`config.mk`:
```
export PLATFORM = sky130hd
export DESIGN_NAME = mod_down_counter
export DESIGN_NICKNAME = d
export VERILOG_FILES = /design/src/rtl/mdc_pkg.sv /design/src/rtl/mdc_datapath.sv /design/src/rtl/mdc_control.sv /design/src/rtl/mod_down_counter.sv
export SDC_FILE = /design/constraint.sdc
export NUM_CORES = 1
export LEC_CHECK = 0
export ABC_AREA = 0
export BUFFER_PORTS_ARGS = -buffer_cell sky130_fd_sc_hd__buf_2
export CAP_MARGIN = 20
export CORE_MARGIN = 3
export CORE_UTILIZATION = 57
export CTS_BUF_LIST = sky130_fd_sc_hd__clkbuf_4
export CTS_CLUSTER_SIZE = 12
export DETAILED_ROUTE_END_ITERATION = 8
export PLACE_DENSITY = 0.87
export SETUP_SLACK_MARGIN = 0.02
export SKIP_LAST_GASP = 1
export SLEW_MARGIN = 40
export SYNTH_ARGS = -nofsm -noshare
export SYNTH_HDL_FRONTEND = slang
export SYNTH_SLANG_ARGS = --single-unit
```
`constraint.sdc`:
```
create_clock -name clk -period 5.3 [get_ports clk]
set_clock_uncertainty 0.1 [all_clocks]
set_input_delay 0.265 -clock clk [delete_from_list [all_inputs] [get_ports clk]]
set_output_delay 0.265 -clock clk [all_outputs]
set_load 0.05 [all_outputs]
```
`src/rtl/mdc_pkg.sv`:
```
`timescale 1ns/1ps
package mdc_pkg;
  localparam int MAX_DIV = 16;
  localparam int PRESC_W = $clog2(MAX_DIV);

  typedef struct packed {
    logic hold;    // force count to all-ones
    logic load;    // software copy of load value
    logic reload;  // automatic copy after zero
    logic dec;     // decrement by one
  } ctlStrobes_t;

  function automatic logic [PRESC_W:0] divOf(input logic [1:0] sel);
    case (sel)
      2'b00:   divOf = (PRESC_W+1)'(1);
      2'b01:   divOf = (PRESC_W+1)'(4);
      2'b10:   divOf = (PRESC_W+1)'(8);
      default: divOf = (PRESC_W+1)'(16);
    endcase
  endfunction
endpackage

```
`src/rtl/mdc_datapath.sv`:
```
`timescale 1ns/1ps
module mdc_datapath
  import mdc_pkg::*;
#(
  parameter int CNT_W = 16
) (
  input  logic             clk,
  input  logic             rst_n,
  input  ctlStrobes_t      strb,
  input  logic [CNT_W-1:0] loadValue,
  output logic [CNT_W-1:0] count,
  output logic             isZero,
  output logic             isOne
);
  localparam logic [CNT_W-1:0] ALL_ONES = '1;
  localparam logic [CNT_W-1:0] ONE      = CNT_W'(1);

  always_ff @(posedge clk) begin
    if (!rst_n)                        count <= ALL_ONES;
    else if (strb.hold)                count <= ALL_ONES;
    else if (strb.load || strb.reload) count <= loadValue;
    else if (strb.dec)                 count <= count - ONE;
  end

  assign isZero = (count == '0);
  assign isOne  = (count == ONE);

  assert_preset_R1: assert property (@(posedge clk) disable iff (!rst_n)
    strb.hold |=> count == ALL_ONES);

  assert_load_R11: assert property (@(posedge clk) disable iff (!rst_n)
    (strb.load && !strb.hold) |=> count == $past(loadValue));

  assert_step_R2: assert property (@(posedge clk) disable iff (!rst_n)
    (strb.dec && !strb.hold && !strb.load && !strb.reload) |=> count == $past(count) - ONE);
endmodule

```
`src/rtl/mdc_control.sv`:
```
`timescale 1ns/1ps
module mdc_control
  import mdc_pkg::*;
(
  input  logic        clk,
  input  logic        rst_n,
  input  logic        cntEnable,
  input  logic [1:0]  prescSel,
  input  logic        loadStrobe,
  input  logic        flagWrite,
  input  logic        flagClrData,
  input  logic        cntAccess,
  input  logic        fastClear,
  input  logic        isZero,
  input  logic        isOne,
  output ctlStrobes_t strb,
  output logic        zeroFlag
);
  logic [PRESC_W-1:0] prescPhase;
  logic [1:0]         activeSel;
  logic [PRESC_W:0]   divNow;
  logic               tick;
  logic               setEv;
  logic               clrEv;

  assign divNow = divOf(activeSel);
  assign tick   = cntEnable && ({1'b0, prescPhase} == divNow - 1'b1);

  always_comb begin
    strb.hold   = !cntEnable;
    strb.load   = cntEnable && loadStrobe;
    strb.reload = tick && isZero && !loadStrobe;
    strb.dec    = tick && !isZero && !loadStrobe;
  end

  assign setEv = strb.dec && isOne;
  assign clrEv = (flagWrite && flagClrData) || (fastClear && cntAccess);

  always_ff @(posedge clk) begin
    if (!rst_n) begin
      prescPhase <= '0;
      activeSel  <= 2'b00;
      zeroFlag   <= 1'b0;
    end else begin
      if (!cntEnable || loadStrobe || tick) prescPhase <= '0;
      else                                  prescPhase <= prescPhase + 1'b1;

      if (loadStrobe || strb.reload) activeSel <= prescSel;

      if (setEv)      zeroFlag <= 1'b1;
      else if (clrEv) zeroFlag <= 1'b0;
    end
  end

  assert_sel_held_R3: assert property (@(posedge clk) disable iff (!rst_n)
    (!loadStrobe && !strb.reload) |=> $stable(activeSel));

  assert_sel_reload_R7: assert property (@(posedge clk) disable iff (!rst_n)
    strb.reload |=> activeSel == $past(prescSel));

  assert_set_wins_R10: assert property (@(posedge clk) disable iff (!rst_n)
    (setEv && clrEv) |=> zeroFlag);

  assert_clear_R5: assert property (@(posedge clk) disable iff (!rst_n)
    (clrEv && !setEv) |=> !zeroFlag);

  assert_fast_off_R8: assert property (@(posedge clk) disable iff (!rst_n)
    (zeroFlag && !flagWrite && !fastClear) |=> zeroFlag);
endmodule

```
`src/rtl/mod_down_counter.sv`:
```
`timescale 1ns/1ps
module mod_down_counter
  import mdc_pkg::*;
#(
  parameter int CNT_W = 16
) (
  input  logic             clk,
  input  logic             rst_n,
  input  logic             cntEnable,
  input  logic [1:0]       prescSel,
  input  logic [CNT_W-1:0] loadValue,
  input  logic             loadStrobe,
  input  logic             flagWrite,
  input  logic             flagClrData,
  input  logic             cntAccess,
  input  logic             fastClear,
  input  logic             irqEnable,
  output logic [CNT_W-1:0] count,
  output logic             zeroFlag,
  output logic             irqReq
);
  ctlStrobes_t strb;
  logic        isZero;
  logic        isOne;

  mdc_control ctl_i (
    .clk(clk), .rst_n(rst_n), .cntEnable(cntEnable), .prescSel(prescSel),
    .loadStrobe(loadStrobe), .flagWrite(flagWrite), .flagClrData(flagClrData),
    .cntAccess(cntAccess), .fastClear(fastClear), .isZero(isZero), .isOne(isOne),
    .strb(strb), .zeroFlag(zeroFlag)
  );

  mdc_datapath #(.CNT_W(CNT_W)) dp_i (
    .clk(clk), .rst_n(rst_n), .strb(strb), .loadValue(loadValue),
    .count(count), .isZero(isZero), .isOne(isOne)
  );

  assign irqReq = zeroFlag && irqEnable;

  assert_flag_rise_R4: assert property (@(posedge clk) disable iff (!rst_n)
    $rose(zeroFlag) |-> (count == '0) && ($past(count) == CNT_W'(1)));

  assert_irq_gate_R9: assert property (@(posedge clk) disable iff (!rst_n)
    !irqEnable |-> !irqReq);
endmodule

```
After elaboration in Yosys (flattened, before gate mapping)
Index checks and enable logic that the tools add are counted.

word-level totals
  flip-flop bits (word level) = 23
  bits in latches = 0
  RAM bits = 0
  ROM bits = 0
  input port bits = 27
  output and inout bits = 18
  logic and storage cells = 41
  memories = 0

cells by class
  add/sub/neg operators = 3
  $mul = 0
  div/mod/pow operators = 0
  $lt $le $gt $ge = 0
  equal/unequal tests = 4
  shift-type cells = 0
  muxes and demuxes = 5
  bitwise operators = 1
  reduce and logical (&&, ||, !) cells = 24

operators with widths
  kind                     count
  $mux W16                 2
  $eq A16 B1 Y1 const B    1
  $logic_not A16 Y1        1
  $sub A16 B1 Y16 const B  1
  $pmux W5 S3              1
  $logic_and A1 B1 Y1      10
  $eq A4 B5 Y1             1
  $logic_or A1 B1 Y1       5
  $sub A5 B1 Y5 const B    1
  $add A4 B1 Y4 const B    1
  $reduce_bool A2 Y1       2
  $logic_not A1 Y1         3
  $eq A2 B1 Y1 const B     1
  $eq A2 B2 Y1 const B     1
  $logic_not A2 Y1         1
  $mux W1                  2
  $reduce_and A2 Y1        1
  $reduce_or A2 Y1         1
  $not A1 Y1               1

Longest topological paths before layout
  word-level depth = 9
  gate-level depth with buffers = 8
  depth with buffers taken out = 7

By module
Synthesis repeated with hierarchy kept, for this count alone.

second synthesis, totals
  cell total of the unflattened synthesis = 164
  area, all modules = 1351.3 sq um

by module, submodules not included
  module            times used  cells an instance  area an instance (sq um)  seq. area each (sq um)
  mdc_datapath      1           115                945.9                     320.3
  mdc_control       1           48                 399.1                     140.1
  mod_down_counter  1           1                  6.3                       0.0

Worst setup path before layout
Ideal clock, no wire load.

  path kind = flip-flop to flip-flop
  start point = register dp_i.count[0]
  end point = register dp_i.count[14]
  library setup time = 0.130 ns
  data arrival time = 2.101 ns
  data required time = 5.070 ns
  slack = 2.969 ns
  cell stages (with the launch flop) = 8
  buffers on the path = 0
  clock period less this slack = 2.331 ns
  path through = dfxtp_1 inv_1 ha_1 or4b_2 nor4_1 o211ai_1 a211oi_1 o31ai_1

between the ends
  cells in the longest elaborated chain, start to end = 5
  elaborated cells between the ends (all ways) = 11
  those cells by class = add/sub (1); mux (2); reduce/logical (8)

ends and longest elaborated chain
  element                                                  RTL line            RTL
  start: declaration                                       mdc_datapath.sv:11  output logic [CNT_W-1:0] count,
  start signal: assignment                                 mdc_datapath.sv:21  else if (strb.load || strb.reload) count <= loadValue;
  start signal: assignment                                 mdc_datapath.sv:22  else if (strb.dec) count <= count - ONE;
  branches (longest 5 deep; another with $sub A16 B1 Y16)  --

Parallel ways; which one is timed is not known. The select of a mux whose other input is x is not followed.
A chain may end at the register's enable or synchronous reset.

Worst setup path in the final report
  start point = register ctl_i.prescPhase[2]
  end point = register dp_i.count[3]

between the ends
  cells in the longest elaborated chain, start to end = 6
  elaborated cells between the ends (all ways) = 9
  those cells by class = eq/ne (1); mux (1); reduce/logical (7)

ends and longest elaborated chain
  element                                                RTL line            RTL
  start: declaration                                     mdc_control.sv:19   logic [PRESC_W-1:0] prescPhase;
  start signal: assignment                               mdc_control.sv:46   else prescPhase <= prescPhase + 1'b1;
  $eq A4 B5 Y1 (*)                                       mdc_control.sv:27   assign tick = cntEnable && ({1'b0, prescPhase} == divNow - 1'b1);
  $logic_and A1 B1 Y1 (*)                                mdc_control.sv:27
  $logic_and A1 B1 Y1 (2 in a row)                       mdc_control.sv:32   strb.reload = tick && isZero && !loadStrobe;
  $logic_or A1 B1 Y1                                     mdc_datapath.sv:21
  $mux W16 / $reduce_bool A2 Y1 (equally long branches)  --

Mark *: on every way between the ends. The rest lies on a longest branch, timed or not.

==> impl_metrics.toml <==
[global_route]
antenna_found_initial = 0
grt_pass1_vias = 1600
grt_usage = 0.2568
gr-total-overflow = 0
grt_max_degree = 19
grt_pass1_wl_um = 6775

[critical_path]
crit_required_ns = 5.41
worst_setup_path_start_kind = "flip-flop"
r2r_setup_slack_ns = 2.82
cpLargestDelayFamily = "compound AO/OA/AOI/OAI gates"
end_kind = "flip-flop"
crit_path_top_delay_cell = "o22ai_1"
crit_arrival_ns = 2.59
path_cells = "or3_1 > o22ai_1 > o2111ai_2 > nand2_1 > o211ai_1"
crit_buf_inv = 0
r2r-start = "ctl_i.prescPhase[2]$_SDFF_PP0_"
reg2reg_depth = 5
crit_fanout = 15
critical_path_class = "flip-flop to flip-flop"
max_stage_delay_ns = 0.54
r2r-end = "dp_i.count[3]$_SDFFE_PN1P_"

[finish]
layout-drive-gt1-share = 0.2768
insertedDiodeCount = 0
final_cell_mix = "buf_2, dfxtp_1, o21ai_0"
fin_nets = 256
nFillCells = 195
syn2layout_area_growth_pct = 16.48
layout_commonest_cell = "buf_2"

[timing]
hold_viol_final = 0
holdWs_ns = 0.06471
rsz0062_at_grt = "false"
setup_viol = 0
fin_crit_sh = 0.4674
fmax_mhz = 403.7
fin_tns_setup_ns = 0
period_minus_slack_ns = 2.477
timing.max_slew.rel_slack = 0.5234
final_max_slew_viol_count = 0
tightest_slew_ns = 0.7149

[clocking]
clk_latency_ns = 0.32
hold_buffers = 0
clk_pin_slew_ns = 0.13
cts_max_level = 1
numCtsBuffers = 3
cts_resized = 0
root_buffer = "clkbuf_4"
cts_tree = "yes"
cts_setup_buffers = 0
clock_path_buffers = 2
cts_sinks = 23

[logic_synthesis]
syn_area_per_cell_um2 = 7.877
ys.flop_type = "dfxtp_1"
netlist_instances = 186
ys_seq_area_frac = 0.3143
synth_edf_count = 0
syn_nets = 217
synth_top_area_frac = 0.3143
synth_cell_type_count = 42
ys_ff_latch = 23
synth_warnings = 0
syn_area_um2 = 1465
synth_top_cell_by_area = "dfxtp_1"
ys_top_cells_by_area = "dfxtp_1, a21oi_1, o21ai_0, xor2_1, nand3_1"
synthArstFlopShare = 0

[placed_design]
hpwl_um = 3046
place_congestion = 0.8739
portBuffers = 44

[min_path]
hold_path_depth = 3
min_from = "loadValue[10]"
min_to = "dp_i.count[10]$_SDFFE_PN1P_"
worstHoldPathType = "primary input to flip-flop"

[die]
fp.dieH_um = 56.70
core_area_um2 = 2318
dieWidth_um = 56.70
die_area_um2 = 3215
io-pin-count = 45
fp-row-count = 17
start_util = 0.6319

[power_and_ir_drop]
intPower_uw = 236.5
powerDensity_nw_per_um2 = 213.3
sw_frac_of_total = 0.3503
ir_worst_vdd_v = 0.0001931
p_comb_frac = 0.237
clock_power_share = 0.233
p_switching_uw = 127.5
total_leakage_power_uw = 0.0006636
seqPwrFrac = 0.529

[route]
vias = 1657
drc = 0
wl_per_cell_um = 16.55
antenna_left = 0
viasPerCell = 6.575
drt_iter0_markers = 110
drt-total-wl_um = 4171
first_pass_iters = 5

[status]
status = "finished, final reports clean"

[job]
maxCapViolCount = 0
-- tightest hold or removal path: stages --
cell and delay [ns]:
buf_2 0.07, o21ai_0 0.06, nand3_1 0.06
-- power groups by stage --
stage	Sequential (uW)	Combinational, uW	Clock, uW
2_1_floorplan	218	34.9	0
3_3_place_gp	195	82.4	0
3_5_place_dp	196	84.9	0
4_1_cts	192	85.4	83.6
5_1_grt	194	92.9	91.7
6_report	193	86.4	84.9
-- sequential cells by signal, summed over array words and instances, names as in the netlist --
signal,count
ctl_i.activeSel,2
ctl_i.prescPhase,4
ctl_i.zeroFlag,1
dp_i.count,16
-- synth_stat cells (all sizes together), types with 2 or more instances --
library cell / count
dfxtp: 23
o21ai: 20
a21oi: 19
nand3: 13
nor3: 12
nand4: 10
xor2: 10
nand2: 8
nor2: 7
nor4: 7
clkbuf: 6
inv: 6
buf: 4
ha: 4
o31ai: 4
or2: 4
or4: 4
a211oi: 3
o211ai: 3
o2111ai: 2
or3: 2
xnor2: 2
-- how the worst max path moves through the flow --
stage                                         from  cells after the start                          end  slack [ns]
floorplan               dp_i.count[0]$_SDFFE_PN1P_                      7  dp_i.count[14]$_SDFFE_PN1P_        2.97
global placement    ctl_i.prescPhase[2]$_SDFF_PP0_                      5  dp_i.count[15]$_SDFFE_PN1P_        3.01
detailed placement  ctl_i.prescPhase[2]$_SDFF_PP0_                      5   dp_i.count[3]$_SDFFE_PN1P_        2.90
CTS                 ctl_i.prescPhase[2]$_SDFF_PP0_                      5   dp_i.count[3]$_SDFFE_PN1P_        2.89
global route        ctl_i.prescPhase[2]$_SDFF_PP0_                      5   dp_i.count[3]$_SDFFE_PN1P_        2.71
finish              ctl_i.prescPhase[2]$_SDFF_PP0_                      5   dp_i.count[3]$_SDFFE_PN1P_        2.82
-- area by class of cell --
cell class / count / area, um^2 / area share
clock buffers: 3 / 22.52 / 0.01320
clock inverters: 1 / 5.005 / 0.002933
inverters: 6 / 22.52 / 0.01320
multi-input cells: 147 / 940.9 / 0.5513
flip-flops and latches: 23 / 460.4 / 0.2698
well taps: 28 / 35.03 / 0.02053
repair buffers: 44 / 220.2 / 0.1290
-- metrics by stage --
| stage | setup WS, ns | util | total power, uW | instance area [um^2] | std cells |
|---|---|---|---|---|---|
| after floorplan | 2.969 | - | 253.0 | 1465 | 186 |
| after CTS | 2.886 | 0.7345 | 361.0 | 1703 | 252 |
| final | 2.823 | 0.7361 | 364.1 | 1707 | 252 |
| after detailed placement | 2.903 | 0.7226 | 280.7 | 1675 | 248 |
| after global routing | 2.707 | 0.7361 | 378.5 | 1707 | 252 |
| after global placement | 3.014 | 0.7205 | 277.7 | 1670 | 248 |
-- layer usage --
layer | GRT usage | up-vias | part of all wire
met3 | 0.03678 | 11 | 0.091
li1 | - | 785 | -
met4 | 0.1119 | 0 | 0.016
met2 | 0.4439 | 101 | 0.49
met5 | 0 | - | 0
met1 | 0.3115 | 760 | 0.40
-- cells by family after synthesis --
group / after synthesis / share of synthesized area
AND/OR/NAND/NOR: 72 / 0.2750
buffers and inverters: 16 / 0.04952
flip-flops: 23 / 0.3143
AO/OA/AOI/OAI: 59 / 0.2553
XOR/XNOR: 12 / 0.07173
adder cells (fa/ha/maj): 4 / 0.03416
(Power assumes the default switching activity.)
